`src/rtl/led_blink_pkg.sv`:
```
package led_blink_pkg;

    typedef enum logic {
        HALF_FIRST  = 1'b0,
        HALF_SECOND = 1'b1
    } half_e;

    localparam int CFG_RATE_A_LSB = 8;
    localparam int CFG_RATE_B_LSB = 12;
    localparam int BYTE_W         = 8;

    // Lit decision for a 3-bit activity/fault code (locate is zero-extended).
    function automatic logic ind_lit(input logic [2:0] code,
                                     input logic       a_first,
                                     input logic       b_first);
        logic lit;
        case (code)
            3'd1:    lit = 1'b1;
            3'd2:    lit = a_first;
            3'd3:    lit = !a_first;
            3'd6:    lit = b_first;
            3'd7:    lit = !b_first;
            default: lit = 1'b0;
        endcase
        return lit;
    endfunction

endpackage

```
`src/rtl/blink_gen.sv`:
```
module blink_gen
    import led_blink_pkg::*;
#(
    parameter int RATE_W = 4
) (
    input  logic              clk,
    input  logic              rst_n,
    input  logic              tick_i,
    input  logic              restart_i,
    input  logic [RATE_W-1:0] rate_i,
    output logic              first_nxt_o
);

    half_e             half_q, half_d;
    logic [RATE_W-1:0] cnt_q, cnt_d;
    logic              at_end;

    assign at_end = (cnt_q == rate_i);

    always_comb begin
        half_d = half_q;
        cnt_d  = cnt_q;
        if (restart_i) begin
            half_d = HALF_FIRST;
            cnt_d  = '0;
        end else if (tick_i) begin
            if (at_end) begin
                cnt_d = '0;
                unique case (half_q)
                    HALF_FIRST:  half_d = HALF_SECOND;
                    HALF_SECOND: half_d = HALF_FIRST;
                endcase
            end else begin
                cnt_d = cnt_q + 1'b1;
            end
        end
    end

    always_ff @(posedge clk) begin
        if (!rst_n) begin
            half_q <= HALF_FIRST;
            cnt_q  <= '0;
        end else begin
            half_q <= half_d;
            cnt_q  <= cnt_d;
        end
    end

    always_comb first_nxt_o = (half_d == HALF_FIRST);


    cnt_bound_chk: assert property (@(posedge clk) disable iff (!rst_n)
        cnt_q <= rate_i);


    half_flip_chk: assert property (@(posedge clk) disable iff (!rst_n)
        (tick_i && !restart_i && at_end) |=> (half_q != $past(half_q)));


    restart_chk: assert property (@(posedge clk) disable iff (!rst_n)
        restart_i |=> (half_q == HALF_FIRST && cnt_q == '0));


    gen_hold_chk: assert property (@(posedge clk) disable iff (!rst_n)
        (!tick_i && !restart_i) |=> ($stable(half_q) && $stable(cnt_q)));

endmodule

```
`src/rtl/drive_led_decode.sv`:
```
module drive_led_decode
    import led_blink_pkg::*;
(
    input  logic [BYTE_W-1:0] cfg_byte_i,
    input  logic              a_first_i,
    input  logic              b_first_i,
    output logic              act_o,
    output logic              loc_o,
    output logic              err_o
);

    logic [2:0] act_code;
    logic [1:0] loc_code;
    logic [2:0] err_code;

    assign act_code = cfg_byte_i[7:5];
    assign loc_code = cfg_byte_i[4:3];
    assign err_code = cfg_byte_i[2:0];

    always_comb begin
        act_o = ind_lit(act_code, a_first_i, b_first_i);
        loc_o = ind_lit({1'b0, loc_code}, a_first_i, b_first_i);
        err_o = ind_lit(err_code, a_first_i, b_first_i);
    end

endmodule

```
`src/rtl/led_host_regs.sv`:
```
module led_host_regs
    import led_blink_pkg::*;
#(
    parameter int TX_W   = 32,
    parameter int RATE_W = 4
) (
    input  logic              clk,
    input  logic              rst_n,
    input  logic              wr_en_i,
    input  logic              wr_sel_i,
    input  logic [TX_W-1:0]   wr_data_i,
    output logic [TX_W-1:0]   tx_nxt_o,
    output logic [RATE_W-1:0] rate_a_o,
    output logic [RATE_W-1:0] rate_b_o,
    output logic              restart_o
);

    logic [TX_W-1:0] tx_q;
    logic            cfg_wr, tx_wr;

    assign cfg_wr    = wr_en_i && !wr_sel_i;
    assign tx_wr     = wr_en_i && wr_sel_i;
    assign restart_o = cfg_wr;
    assign tx_nxt_o  = tx_wr ? wr_data_i : tx_q;

    always_ff @(posedge clk) begin
        if (!rst_n) begin
            tx_q     <= '0;
            rate_a_o <= '0;
            rate_b_o <= '0;
        end else begin
            tx_q <= tx_nxt_o;
            if (cfg_wr) begin
                rate_a_o <= wr_data_i[CFG_RATE_A_LSB +: RATE_W];
                rate_b_o <= wr_data_i[CFG_RATE_B_LSB +: RATE_W];
            end
        end
    end


    rate_hold_chk: assert property (@(posedge clk) disable iff (!rst_n)
        !cfg_wr |=> ($stable(rate_a_o) && $stable(rate_b_o)));

endmodule

```
`src/rtl/led_blink_ctrl.sv`:
```
module led_blink_ctrl
    import led_blink_pkg::*;
#(
    parameter int NUM_DRIVES = 4,
    parameter int RATE_W     = 4
) (
    input  logic                  clk,
    input  logic                  rst_n,
    input  logic                  tick_i,
    input  logic                  wr_en_i,
    input  logic                  wr_sel_i,
    input  logic [NUM_DRIVES*8-1:0] wr_data_i,
    output logic [NUM_DRIVES-1:0] act_led_o,
    output logic [NUM_DRIVES-1:0] loc_led_o,
    output logic [NUM_DRIVES-1:0] err_led_o
);

    localparam int TX_W = NUM_DRIVES * BYTE_W;

    logic [TX_W-1:0]       tx_nxt;
    logic [RATE_W-1:0]     rate_a, rate_b;
    logic                  restart;
    logic                  a_first, b_first;
    logic                  upd;
    logic [NUM_DRIVES-1:0] act_d, loc_d, err_d;

    led_host_regs #(.TX_W(TX_W), .RATE_W(RATE_W)) u_regs (
        .clk       (clk),
        .rst_n     (rst_n),
        .wr_en_i   (wr_en_i),
        .wr_sel_i  (wr_sel_i),
        .wr_data_i (wr_data_i),
        .tx_nxt_o  (tx_nxt),
        .rate_a_o  (rate_a),
        .rate_b_o  (rate_b),
        .restart_o (restart)
    );

    blink_gen #(.RATE_W(RATE_W)) u_gen_a (
        .clk         (clk),
        .rst_n       (rst_n),
        .tick_i      (tick_i),
        .restart_i   (restart),
        .rate_i      (rate_a),
        .first_nxt_o (a_first)
    );

    blink_gen #(.RATE_W(RATE_W)) u_gen_b (
        .clk         (clk),
        .rst_n       (rst_n),
        .tick_i      (tick_i),
        .restart_i   (restart),
        .rate_i      (rate_b),
        .first_nxt_o (b_first)
    );

    for (genvar d = 0; d < NUM_DRIVES; d++) begin : g_drive
        localparam int SLOT = NUM_DRIVES - 1 - d;
        drive_led_decode u_dec (
            .cfg_byte_i (tx_nxt[SLOT*BYTE_W +: BYTE_W]),
            .a_first_i  (a_first),
            .b_first_i  (b_first),
            .act_o      (act_d[d]),
            .loc_o      (loc_d[d]),
            .err_o      (err_d[d])
        );
    end

    assign upd = tick_i || wr_en_i;

    always_ff @(posedge clk) begin
        if (!rst_n) begin
            act_led_o <= '0;
            loc_led_o <= '0;
            err_led_o <= '0;
        end else if (upd) begin
            act_led_o <= act_d;
            loc_led_o <= loc_d;
            err_led_o <= err_d;
        end
    end


    led_hold_chk: assert property (@(posedge clk) disable iff (!rst_n)
        !upd |=> ($stable(act_led_o) && $stable(loc_led_o) && $stable(err_led_o)));


    clear_chk: assert property (@(posedge clk) disable iff (!rst_n)
        (wr_en_i && wr_sel_i && wr_data_i == '0)
        |=> (act_led_o == '0 && loc_led_o == '0 && err_led_o == '0));

endmodule

```
`config.mk`:
```
export PLATFORM = sky130hd
export DESIGN_NAME = led_blink_ctrl
export DESIGN_NICKNAME = d
export VERILOG_FILES = /design/src/rtl/led_blink_pkg.sv /design/src/rtl/blink_gen.sv /design/src/rtl/drive_led_decode.sv /design/src/rtl/led_host_regs.sv /design/src/rtl/led_blink_ctrl.sv
export SDC_FILE = /design/constraint.sdc
export NUM_CORES = 1
export LEC_CHECK = 0
export ABC_AREA = 1
export BUFFER_PORTS_ARGS = -buffer_cell sky130_fd_sc_hd__buf_4
export CORE_MARGIN = 2
export CORE_UTILIZATION = 45
export DETAILED_ROUTE_END_ITERATION = 16
export PLACE_DENSITY = 0.68
export SETUP_SLACK_MARGIN = 0.1
export SYNTH_ARGS = -nofsm -noshare
export SYNTH_HDL_FRONTEND = slang
export SYNTH_HIERARCHICAL = 1
export SYNTH_SLANG_ARGS = --single-unit
```
`constraint.sdc`:
```
create_clock -name clk -period 1.8 [get_ports clk]
set_clock_uncertainty 0.15 [all_clocks]
set_input_delay 0.09 -clock clk [delete_from_list [all_inputs] [get_ports clk]]
set_output_delay 0.09 -clock clk [all_outputs]
set_load 0.005 [all_outputs]
```
# Word-level counts from Yosys, hierarchy flattened
# Cells that the tools add are included.
# op_classes
add_sub_neg	2
mul	0
div_mod_pow	0
order_cmp	0
eq_ne	54
shift	0
mux	23
bitwise_logic	5
n_reduce_logical	5
# op_table
op	n
$eq A3 B2 Y1 const B	16
$eq A3 B3 Y1 const B	16
$pmux W1 S5	8
$mux W32	1
$eq A3 B1 Y1 const B	8
$eq A2 B2 Y1 const B	8
$pmux W1 S3	4
$add A4 B1 Y4 const B	2
$eq A2 B1 Y1 const B	4
$eq A4 B4 Y1	2
$mux W4	2
$mux W1	6
$not A1 Y1	5
$pmux W1 S2	2
$logic_and A1 B1 Y1	2
$reduce_or A2 Y1	1
$logic_not A1 Y1	1
$logic_or A1 B1 Y1	1
# totals
register_bits	62
latch_bits	0
mem_bits_rw	0
mem_bits_ro	0
output_inout_bits	12
mem_count	0

# Depth between registers and ports, before layout
# Gate-level depths: netlist of run 1.
# logic_depth
ltp_word	7
ltp_mapped	14
mapped_depth_nobuf	14

# Modules after synthesis
# The synthesis of run 1 kept the hierarchy.
# by_module_without_submodules
module	instances	cells_per_inst	area_each_um2	seq_area_each_um2
led_host_regs	1	317	1946.9	800.8
blink_gen	2	45	296.5	100.1
led_blink_ctrl	1	76	504.2	240.2
drive_led_decode	4	26	107.6	0.0

# Worst setup path after synthesis of run 1
# No wires, ideal clock.
# synth_timing
path_kind	register to register
from	register u_gen_a.cnt_q[1]
to	register loc_led_o[0]
arrival_ns	1.461
t_required_ns	1.537
path_slack_ns	0.076
path_stages_with_launch	13
n_path_buf	0
period_less_slack_ns	1.724
cell_sequence	dfxtp_1 > inv_1 > nand2_1 > nand2_1 > nor2_1 > nand3_1 > nand2_1 > nand3_1 > nand2_1 > xor2_1 > inv_1 > nor2_1 > nor2_1
# synth_via
elab_chain_len	6
# synth_rtl
item	line_no	text
start: declaration	blink_gen.sv:15	logic [RATE_W-1:0] cnt_q, cnt_d;
start signal: assignment	blink_gen.sv:45	cnt_q <= cnt_d;
$eq A4 B4 Y1	blink_gen.sv:18	assign at_end = (cnt_q == rate_i);
$mux W1	blink_gen.sv:27	if (at_end) begin
$mux W1	blink_gen.sv:26	end else if (tick_i) begin
$mux W1	blink_gen.sv:23	if (restart_i) begin
$not A1 Y1	blink_gen.sv:49	always_comb first_nxt_o = (half_d == HALF_FIRST);
via a_first	led_blink_ctrl.sv:23	logic a_first, b_first;
$pmux W1 S3	led_blink_pkg.sv:17	case (code)
via loc_d[0]	led_blink_ctrl.sv:25	logic [NUM_DRIVES-1:0] act_d, loc_d, err_d;
end signal: assignment	led_blink_ctrl.sv:78	loc_led_o <= loc_d;
end: declaration	led_blink_ctrl.sv:14	output logic [NUM_DRIVES-1:0] loc_led_o,
# The timed path passes the listed nets, and every way through them passes these cells.
# A chain may end at the register's enable or synchronous reset.

# Worst setup path in the final report of run 1
# layout_timing
from	register u_gen_b.cnt_q[0]
to	register err_led_o[2]
# layout_via
elab_chain_len	6
# layout_rtl
item	line_no	text
start: declaration	blink_gen.sv:15	
start signal: assignment	blink_gen.sv:45	
$eq A4 B4 Y1	blink_gen.sv:18	
$mux W1	blink_gen.sv:27	
$mux W1	blink_gen.sv:26	
$mux W1	blink_gen.sv:23	
$not A1 Y1	blink_gen.sv:49	
via b_first	led_blink_ctrl.sv:23	
$pmux W1 S5	led_blink_pkg.sv:17	
via err_d[2]	led_blink_ctrl.sv:25	
end signal: assignment	led_blink_ctrl.sv:79	err_led_o <= err_d;
end: declaration	led_blink_ctrl.sv:15	output logic [NUM_DRIVES-1:0] err_led_o
# The timed path passes the listed nets, and every way through them passes these cells.

==> results.md, run 1 <==
- Status: complete, no violations
- Clock Latency Late Sink: 0.34 ns
- Inserted Diodes: 0
- CTS Root Cell: clkbuf_8
- Area growth from synthesis to layout: 37.8%
- Die ar.: 8440 µm²
- Commonest non-fill, non-tap cell in the layout: nand2_1
- WL/cell: 10.9 µm
- Max cap viols: 0
- Slew margin rel.: 30.7%
- Clk buf depth: 2
- # IOs: 49
- Max stage delay cell, worst path: dfxtp_2
- Part of the power in the clock network: 30.6%
- Dpl ws: -0.118 ns
- Share of cells above drive strength 1: 19.3%
- Sequential Power Share: 42.9%
- Worst stage delay on the critical path: 0.33 ns
- Critical path buffers and inverters: 2
- Startpoint types: flip-flop
- Buffers on Ports: 48
- RSZ-0062 raised after global routing: true
- Post-synthesis cell type count: 19
- Dpl cells: 732
- First-pass GRT wire length: 14300 µm
- Post-Synthesis Cells: 587
- Pin count of the biggest net entering global routing: 33
- Tcrit/Tclk final: 99.3%
- Tightest Pin Transition: 1.04 ns
- CP Cell Sequence: inv_1 > nand2_1 > nand2_1 > nor2_2 > nand4_1 > nand3_4 > inv_2 > nand2_1 > nand2_1 > nand3_1 > nand2_1 > nor2_1 > nor2_1
- Avg Inst Size Synth: 5.92 µm²
- DRC viols: 0
- # rows: 32
- Power per cell area: 740 nW/µm²
- CP dominant cell by count: nand2_1
- Worst setup margin: 0.0133 ns
- Worst path arrival time: 1.87 ns
- Final slew viol count: 0
- Nets: 733
- Initial DRC count: 156
- Global route overflow: 0
- H-Tree Depth: 3
- Initial antenna violation count: 0
- # setup viols final: 0
- CTS clk-pin slew, worst paths: 0.07 ns
- Die Height: 91.9 µm
- RD Place Congestion: 0.831
- Int Pwr: 2460 µW
- Critical Path RT: 1.88 ns
- Vias in the first global route: 3356
- Max Fclk: 560 MHz
- Synthesis Warnings: 6
- Post-DP HPWL: 5530 µm
- Most frequent cells in the layout: 168 x nand2_1, 135 x inv_1, 87 x nor2_1
- Comb pwr share: 26.5%
- Critical path class: reg -> reg
- Delay-heaviest family, CP: simple AND/OR/NAND/NOR gates
- Total CTS buffers: 9
- Clock sinks: 62
- Final hold violation count: 0
- Total core area: 7610 µm²
- Minimum clock period: 1.79 ns
- Leakage: 0.00268 µW
- IR drop worst, VDD: 0.000385 V
- CP Max Fanout: 4
- Yosys reg bits: 62
- Fin Hold WS: 0.0280 ns
- Vias per Instance: 4.46
- Fin cells: 800
- Switching share of power: 30.5%
- Worst hold path type: in -> reg
- Total GRT Usage: 21.2%
- DR pass1 iterations: 4
- Via count: 3568
- Syn nets: 626
- P_sw: 1080 µW
- Die Wd: 91.9 µm
- Register area share after synthesis: 35.7%
- Detailed-route wire length: 8690 µm
- Crit end category: flip-flop
- ANT nets after route: 0
- R2r setup slk: 0.01 ns
- Initial core utilization: 45.7%
- Synth Cell Area: 3470 µm²
- TritonCTS clock tree: done
-- synthesized netlist by cell type (all sizes together) --
cell type	number	area, µm²
nand2	185	702
inv	143	537
nor2	96	385
dfxtp	62	1240
nand3	60	300
buf	19	129
xor2	8	70.1
nand4	4	25.0
a21oi	2	10.0
ha	2	25.0
mux2i	2	20.0
or2	2	12.5
xnor2	2	17.5
-- state kept, by name, indices dropped and copies added, names as in the netlist, 4 cells and up --
register	cells
u_regs/rate_b_o	4
u_gen_b/cnt_q	4
loc_led_o	4
err_led_o	4
u_regs/rate_a_o	4
act_led_o	4
u_gen_a/cnt_q	4
u_regs/tx_q	32
-- per-layer routing --
layer	GRT usage, %	wire [µm]	vias to the layer above
met5	0	0	-
met4	9.58	191	0
met3	4.11	269	16
met2	40.2	4590	51
met1	22.5	3630	1596
li1	-	-	1905
-- worst reg2reg max path: stages (launching register included) --
cell and delay, ns:
dfxtp_2 0.33, inv_1 0.06, nand2_1 0.06, nand2_1 0.06, nor2_2 0.17, nand4_1 0.21
nand3_4 0.16, inv_2 0.07, nand2_1 0.06, nand2_1 0.05, nand3_1 0.07, nand2_1 0.08
nor2_1 0.11, nor2_1 0.05
-- per-stage QoR --
step                      area [µm²]  utilization (%)  TNS [ns]  total power [µW]
after floorplan                 3480                -         0              2060
after global placement          3960             52.0    -0.355              2280
after detailed placement        3960             52.0     -1.06              2300
after CTS                       4690             61.6         0              3510
after global routing            4790             62.9     -1.19              3760
final                           4790             62.9         0              3550
-- power groups by stage --
stage	sequential, µW	clock, µW	combinational [µW]
2_1_floorplan	1540	0	518
3_3_place_gp	1550	0	732
3_5_place_dp	1550	0	750
4_1_cts	1520	1110	884
5_1_grt	1530	1170	1060
6_report	1520	1080	940
-- logic make-up after synthesis --
| logic type | share of synthesized area (%) |
|---|---|
| simple gates | 41.0 |
| compound gates | 0.288 |
| buf+inv | 19.2 |
| mux | 0.576 |
| xor+xnor | 2.52 |
| flops | 35.7 |
| fa+ha+maj | 0.720 |
-- worst paths after layout --
kind | end | from | cells after the start
hold reg to reg | u_regs/rate_a_o[2] | u_regs/rate_a_o[2] | 2
setup reg to reg | err_led_o[2] | u_gen_b/cnt_q[0] | 13
setup / recovery | err_led_o[2] | u_gen_b/cnt_q[0] | 13
hold / removal | u_gen_a/cnt_q[2] | tick_i | 4
-- area by class of cell --
class,instances,area (µm²)
Multi-Input combinational cell,364,1700
Tap cell,102,128
Inverter,143,539
Sequential cell,62,1260
Clock buffer,14,163
Clock inverter,1,5.00
Timing Repair Buffer,114,997
Fill cell,731,2820
-- what timing repair did --
item	CTS	global route
hold endpoints to repair	54	0
gates cloned	1	0
setup endpoints to repair	12	12
hold buffers	45	0
setup buffers	3	4
pin swaps	35	43
gates resized for setup	29	21
No activity file was read; power rests on OpenSTA's default activity.
==> run 2: changes to the inputs <==
--- a/config.mk
+++ b/config.mk
@@ -10,7 +10,7 @@
 export CORE_MARGIN = 2
 export CORE_UTILIZATION = 45
 export DETAILED_ROUTE_END_ITERATION = 16
-export PLACE_DENSITY = 0.68
+export PLACE_DENSITY = 0.65
 export SETUP_SLACK_MARGIN = 0.1
 export SYNTH_ARGS = -nofsm -noshare
 export SYNTH_HDL_FRONTEND = slang
==> constraint.sdc (replaced) <==
create_clock -name clk -period 1.7 [get_ports clk]
set_clock_uncertainty 0.15 [all_clocks]
set_input_delay 0.085 -clock clk [delete_from_list [all_inputs] [get_ports clk]]
set_output_delay 0.085 -clock clk [all_outputs]
set_load 0.005 [all_outputs]
==> results.md, run 2 (same netlist as run 1, synthesis figures left out) <==
- # rows: 32 (unchanged)
- Worst stage delay on the critical path: 0.36 ns (was 0.33 ns)
- Worst setup margin: -0.0425 ns (was 0.0133 ns)
- Max Fclk: 574 MHz (was 560 MHz)
- Clock sinks: 62 (unchanged)
- CP Max Fanout: 4 (unchanged)
- Detailed-route wire length: 8340 µm (was 8690 µm)
- Int Pwr: 2570 µW (was 2460 µW)
- Hold Path End: u_gen_a/cnt_q[0] (was u_gen_a/cnt_q[2])
- Clk buf depth: 2 (unchanged)
- Minimum clock period: 1.74 ns (was 1.79 ns)
- Placed cell area: 3970 µm² (was 3960 µm²)
- Sequential Power Share: 43.7% (was 42.9%)
- ANT nets after route: 0 (unchanged)
- Clock Latency Late Sink: 0.33 ns (was 0.34 ns)
- Tcrit/Tclk final: 103% (was 99.3%)
- Worst path arrival time: 1.82 ns (was 1.87 ns)
- Tightest Pin Transition: 0.351 ns (was 1.04 ns)
- # setup viols final: 8 (was 0)
- Die Height: 91.9 µm (unchanged)
- Startpoint types: flip-flop (unchanged)
- Post-DP HPWL: 5470 µm (was 5530 µm)
- Area growth from synthesis to layout: 36.4% (was 37.8%)
- Final total power: 3690 µW (was 3550 µW)
- H-Tree Depth: 3 (unchanged)
- CTS Root Cell: clkbuf_8 (unchanged)
- Comb pwr share: 26.3% (was 26.5%)
- Total GRT Usage: 21.1% (was 21.2%)
- Power per cell area: 779 nW/µm² (was 740 nW/µm²)
- Buffers on Ports: 48 (unchanged)
- Nets: 726 (was 733)
- Inserted Diodes: 0 (unchanged)
- R2R cell count: 13 (unchanged)
- Critical path buffers and inverters: 2 (unchanged)
- TritonCTS clock tree: done (unchanged)
- Critical path class: reg -> reg (unchanged)
- Worst hold path type: in -> reg (unchanged)
- Fin Hold WS: 0.0344 ns (was 0.0280 ns)
- Switching share of power: 30.5% (about the same)
- Worst min-delay path startpoint: tick_i (unchanged)
- RD Place Congestion: 0.799 (was 0.831)
- WL/cell: 10.5 µm (was 10.9 µm)
- Final slew viol count: 0 (unchanged)
- DR pass1 iterations: 5 (was 4)
- Crit end category: flip-flop (unchanged)
- Total core area: 7610 µm² (unchanged)
- R2r setup slk: -0.04 ns (was 0.01 ns)
- FILL cells: 733 (was 731)
- Status: finished, violations left (was complete, no violations)
- Initial antenna violation count: 0 (unchanged)
- Max FFs per register: 32 (unchanged)
- Via count: 3568 (unchanged)
- Max stage delay cell, worst path: dfxtp_2 (unchanged)
- Die ar.: 8440 µm² (unchanged)
- Vias in the first global route: 3396 (was 3356)
- Final Cell Area: 4740 µm² (was 4790 µm²)
- DRC viols: 0 (unchanged)
- Most frequent cells in the layout: 153 x nand2_1, 130 x inv_1, 86 x nor2_1 (was 168 x nand2_1, 135 x inv_1, 87 x nor2_1)
- Slew margin rel.: 76.6% (was 30.7%)
- Part of the power in the clock network: 30.0% (was 30.6%)
- CP dominant cell by count: nand2_1 (unchanged)
- RSZ-0062 raised after global routing: true (unchanged)
- Die Wd: 91.9 µm (unchanged)
- CP Cell Sequence: inv_2 > nand2_2 > nand2_2 > nor2_4 > nand4_1 > nand3_4 > inv_2 > nand2_1 > nand2_1 > nand3_1 > nand2_1 > nor2_1 > nor2_1 (was inv_1 > nand2_1 > nand2_1 > nor2_2 > nand4_1 > nand3_4 > inv_2 > nand2_1 > nand2_1 > nand3_1 > nand2_1 > nor2_1 > nor2_1)
- Vias per Instance: 4.51 (was 4.46)
- Failing checks: setup timing
- Commonest non-fill, non-tap cell in the layout: nand2_1 (unchanged)
- # IOs: 49 (unchanged)
- Register Area: 1250 µm² (was 1260 µm²)
- Delay-heaviest family, CP: simple AND/OR/NAND/NOR gates (unchanged)
- Final hold violation count: 0 (unchanged)
- Max cap viols: 0 (unchanged)
- Pin count of the biggest net entering global routing: 33 (unchanged)
- Total CTS buffers: 9 (unchanged)
- Worst reg2reg path endpoint: err_led_o[2] (unchanged)
- Critical Path RT: 1.78 ns (was 1.88 ns)
- Leakage: 0.00265 µW (was 0.00268 µW)
- CTS clk-pin slew, worst paths: 0.06 ns (was 0.07 ns)
- Share of cells above drive strength 1: 22.4% (was 19.3%)
- R2R Path Start: u_gen_b/cnt_q[1] (was u_gen_b/cnt_q[0])
- Initial DRC count: 126 (was 156)
- Reg with most FFs: u_regs/tx_q (unchanged)
- Global route overflow: 0 (unchanged)
- P_sw: 1130 µW (was 1080 µW)
- Initial core utilization: 45.7% (unchanged)
- WHS Path Cells: 4 (unchanged)
- IR drop worst, VDD: 0.000417 V (was 0.000385 V)
- First-pass GRT wire length: 14300 µm (about the same)
- Combined area of the multi-input logic cells: 1750 µm² (was 1700 µm²)
-- run 2: cell count changes in the layout (fill, tap and decap cells not counted), sizes merged --
cell         change
buf              -2
clkbuf           -3
clkinv           +1
dlygate4sd3      -5
-- run 2: metal layers --
layer,wire [µm],GRT usage (%)
met5,0,0
met1,3500,22.4
met2,4420,40.7
met4,136,7.59
met3,285,4.03
-- run 2: area by class of cell --
type,count,share of cell area [%]
Sequential cell,62,26.5
Clock buffer,11,3.19
Multi-Input combinational cell,364,36.8
Inverter,143,11.5
Timing Repair Buffer,107,19.1
Clock inverter,2,0.211
Tap cell,102,2.69
-- run 2: power by group through the flow --
stage               Clock [µW]  Combinational, µW  Sequential [µW]
CTS                       1140                928             1610
global placement             0                775             1640
floorplan                    0                552             1630
detailed placement           0                789             1640
global route              1190               1110             1620
finish                    1110                971             1610
-- run 2: what timing repair did --
item | in CTS | in global routing
gates resized for setup | 38 | 34
hold buffers | 40 | 0
endpoints found under the hold margin | 52 | 0
setup endpoints to repair | 12 | 12
gates cloned | 1 | 0
setup buffers | 1 | 2
pin swaps | 46 | 33
-- run 2: metrics by stage --
| step | setup slack (ns) | TNS, ns | std cells | util, % |
|---|---|---|---|---|
| final | -0.0425 | -0.160 | 791 | 62.3 |
| after global placement | -0.120 | -0.511 | 734 | 52.1 |
| after global routing | -0.181 | -1.86 | 791 | 62.3 |
| after floorplan | 0.108 | 0 | 587 | - |
| after detailed placement | -0.168 | -1.13 | 734 | 52.1 |
| after CTS | -0.0296 | -0.121 | 789 | 61.0 |
-- run 2: worst max-delay path by stage --
stage,startpoint,end,cells past startpoint
CTS,u_gen_a/cnt_q[0],loc_led_o[1],12
floorplan,u_gen_a/cnt_q[1],loc_led_o[0],12
global route,u_regs/rate_a_o[2],err_led_o[3],13
finish,u_gen_b/cnt_q[1],err_led_o[2],13
detailed placement,u_regs/rate_b_o[1],act_led_o[3],13
global placement,u_regs/rate_b_o[1],act_led_o[3],13
-- run 2: worst register-to-register path, delay by kind of cell (launching register included) --
family | cells | cell delay, ns
buf+inv | 2 | 0.12
flops | 1 | 0.36
simple gates | 11 | 1.02
==> run 3: changes to the inputs <==
--- a/config.mk
+++ b/config.mk
@@ -7,6 +7,7 @@
 export LEC_CHECK = 0
 export ABC_AREA = 1
 export BUFFER_PORTS_ARGS = -buffer_cell sky130_fd_sc_hd__buf_4
+export CAP_MARGIN = 20
 export CORE_MARGIN = 2
 export CORE_UTILIZATION = 45
 export DETAILED_ROUTE_END_ITERATION = 16
==> constraint.sdc (replaced) <==
create_clock -name clk -period 1.8 [get_ports clk]
set_clock_uncertainty 0.15 [all_clocks]
set_input_delay 0.09 -clock clk [delete_from_list [all_inputs] [get_ports clk]]
set_output_delay 0.09 -clock clk [all_outputs]
set_load 0.005 [all_outputs]
==> results.md, run 3 (same netlist as run 1, synthesis figures left out) <==
- Status: complete, no violations (was finished, violations left)
- Global route overflow: 0 (unchanged)
- Register Area: 1250 µm² (unchanged)
- Worst setup margin: 0.0223 ns (was -0.0425 ns)
- DR pass1 iterations: 7 (was 5)
- Vias per Instance: 4.54 (was 4.51)
- Worst hold path type: in -> reg (unchanged)
- Tightest Pin Transition: 1.05 ns (was 0.351 ns)
- Initial DRC count: 135 (was 126)
- Post-DP HPWL: 5500 µm (was 5470 µm)
- Final slew viol count: 0 (unchanged)
- Clock sinks: 62 (unchanged)
- R2R Path Start: u_gen_b/cnt_q[3] (was u_gen_b/cnt_q[1])
- Dpl cells: 734 (unchanged)
- Pin count of the biggest net entering global routing: 33 (unchanged)
- Die Height: 91.9 µm (unchanged)
- Total CTS buffers: 9 (unchanged)
- Minimum clock period: 1.78 ns (was 1.74 ns)
- CTS Root Cell: clkbuf_8 (unchanged)
- Reg with most FFs: u_regs/tx_q (unchanged)
- Max stage delay cell, worst path: dfxtp_1 (was dfxtp_2)
- CTS clk-pin slew, worst paths: 0.07 ns (was 0.06 ns)
- Worst min-delay path startpoint: tick_i (unchanged)
- Final total power: 3820 µW (was 3690 µW)
- Combined area of the multi-input logic cells: 1770 µm² (was 1750 µm²)
- Hold Path End: u_gen_a/cnt_q[3] (was u_gen_a/cnt_q[0])
- Startpoint types: flip-flop (unchanged)
- H-Tree Depth: 3 (unchanged)
- Worst path arrival time: 1.87 ns (was 1.82 ns)
- WL/cell: 11.0 µm (was 10.5 µm)
- # rows: 32 (unchanged)
- RD Place Congestion: 0.811 (was 0.799)
- IR drop worst, VDD: 0.000471 V (was 0.000417 V)
- Crit end category: flip-flop (unchanged)
- Via count: 3589 (was 3568)
- Area growth from synthesis to layout: 38.2% (was 36.4%)
- Slew margin rel.: 29.8% (was 76.6%)
- Final hold violation count: 0 (unchanged)
- Fin cells: 791 (unchanged)
- Critical path buffers and inverters: 1 (was 2)
- Detailed-route wire length: 8670 µm (was 8340 µm)
- Max Fclk: 563 MHz (was 574 MHz)
- ANT nets after route: 0 (unchanged)
- Dpl ws: -0.154 ns (was -0.168 ns)
- Max cap viols: 0 (unchanged)
- Clk buf depth: 2 (unchanged)
- Initial antenna violation count: 0 (unchanged)
- Tcrit/Tclk final: 98.8% (was 103%)
- FILL cells: 740 (was 733)
- Total GRT Usage: 21.5% (was 21.1%)
- Critical Path RT: 1.90 ns (was 1.78 ns)
- First-pass GRT wire length: 14600 µm (was 14300 µm)
- Worst stage delay on the critical path: 0.33 ns (was 0.36 ns)
- Buffers on Ports: 48 (unchanged)
- Share of cells above drive strength 1: 22.8% (was 22.4%)
- Critical path class: reg -> reg (unchanged)
- Delay-heaviest family, CP: simple AND/OR/NAND/NOR gates (unchanged)
- Inserted Diodes: 0 (unchanged)
- Die ar.: 8440 µm² (unchanged)
- Worst reg2reg path endpoint: err_led_o[2] (unchanged)
- Final Cell Area: 4800 µm² (was 4740 µm²)
- Leakage: 0.00268 µW (was 0.00265 µW)
- DRC viols: 0 (unchanged)
- Initial core utilization: 45.7% (unchanged)
- WHS Path Cells: 4 (unchanged)
- CP Max Fanout: 4 (unchanged)
- Total core area: 7610 µm² (unchanged)
- TritonCTS clock tree: done (unchanged)
- Most frequent cells in the layout: 158 x nand2_1, 134 x inv_1, 87 x nor2_1 (was 153 x nand2_1, 130 x inv_1, 86 x nor2_1)
- Placed cell area: 3960 µm² (was 3970 µm²)
- Die Wd: 91.9 µm (unchanged)
- # setup viols final: 0 (was 8)
- CP Cell Sequence: xnor2_1 > nand3_2 > nand2_2 > nand3_4 > inv_4 > nand3_4 > nand3_2 > nand2_2 > nor2_2 > nor2_1 (was inv_2 > nand2_2 > nand2_2 > nor2_4 > nand4_1 > nand3_4 > inv_2 > nand2_1 > nand2_1 > nand3_1 > nand2_1 > nor2_1 > nor2_1)
- Commonest non-fill, non-tap cell in the layout: nand2_1 (unchanged)
- Power per cell area: 796 nW/µm² (was 779 nW/µm²)
- RSZ-0062 raised after global routing: true (unchanged)
- Max FFs per register: 32 (unchanged)
- # IOs: 49 (unchanged)
- Nets: 723 (was 726)
- Clock Latency Late Sink: 0.35 ns (was 0.33 ns)
- R2r setup slk: 0.02 ns (was -0.04 ns)
- R2R cell count: 10 (was 13)
- Vias in the first global route: 3458 (was 3396)
## run 3: cell count changes in the layout (fill, tap and decap cells not counted), moves of 4 or more
cell,before,now
nand2_2,30,21
dlygate4sd3_1,40,33
nand3_1,55,49
nand2_1,153,158
nand3_2,3,8
buf_4,66,70
inv_1,130,134
inv_2,10,6
nand2_4,2,6
## run 3: cell type report
| class | instances | share of cell area [%] |
|---|---|---|
| multi-input combinational | 363 | 36.8 |
| timing repair buffer | 105 | 18.5 |
| sequential | 62 | 26.1 |
| clock inverter | 2 | 0.782 |
| clock buffer | 14 | 3.81 |
| tap | 102 | 2.66 |
| inverter | 143 | 11.3 |
## run 3: timing repair
action / in CTS / in global routing
endpoints found under the setup margin: 12 / 16
pin swaps: 35 / 35
resized for setup: 30 / 42
hold buffers: 33 / 0
cloned: 0 / 0
buffers inserted: 7 / 1
endpoints found under the hold margin: 43 / 0
## run 3: power breakdown
part	switching (µW)	internal, µW
Sequential	46.9	1480
Clock	546	792
Combinational	539	422
Total	1130	2690
## run 3: through the flow
stage / setup TNS, ns / utilization (%) / hold WS [ns]
after floorplan: 0 / - / 0.0604
after global placement: -0.630 / 52.0 / 0.254
after detailed placement: -0.985 / 52.0 / 0.268
after CTS: 0 / 61.1 / 0.0170
after global routing: -0.552 / 63.1 / 0.0393
final: 0 / 63.1 / 0.0280
## run 3: per-layer routing
layer / vias to the layer above / GRT usage, % / wire [µm]
li1: 1883 / - / -
met1: 1615 / 23.4 / 3600
met2: 70 / 39.0 / 4490
met3: 21 / 4.77 / 315
met4: 0 / 10.9 / 262
met5: - / 0 / 0
## run 3: worst max-delay path by stage
stage / from / endpoint / slack (ns) / cells after the start
after floorplan: u_gen_a/cnt_q[1] / loc_led_o[0] / 0.18 / 12
after global placement: u_gen_a/cnt_q[2] / loc_led_o[2] / -0.14 / 12
after detailed placement: u_gen_a/cnt_q[2] / err_led_o[2] / -0.15 / 13
after CTS: u_gen_a/cnt_q[2] / loc_led_o[1] / 0.05 / 13
after global routing: u_regs/rate_a_o[1] / loc_led_o[0] / -0.09 / 12
final: u_gen_b/cnt_q[3] / err_led_o[2] / 0.02 / 10
## run 3: worst register-to-register path, delay by kind of cell (launching register included)
family | cells | cell delay [ns]
flip-flops | 1 | 0.33
XOR/XNOR | 1 | 0.29
buffers and inverters | 1 | 0.12
AND/OR/NAND/NOR | 8 | 0.78
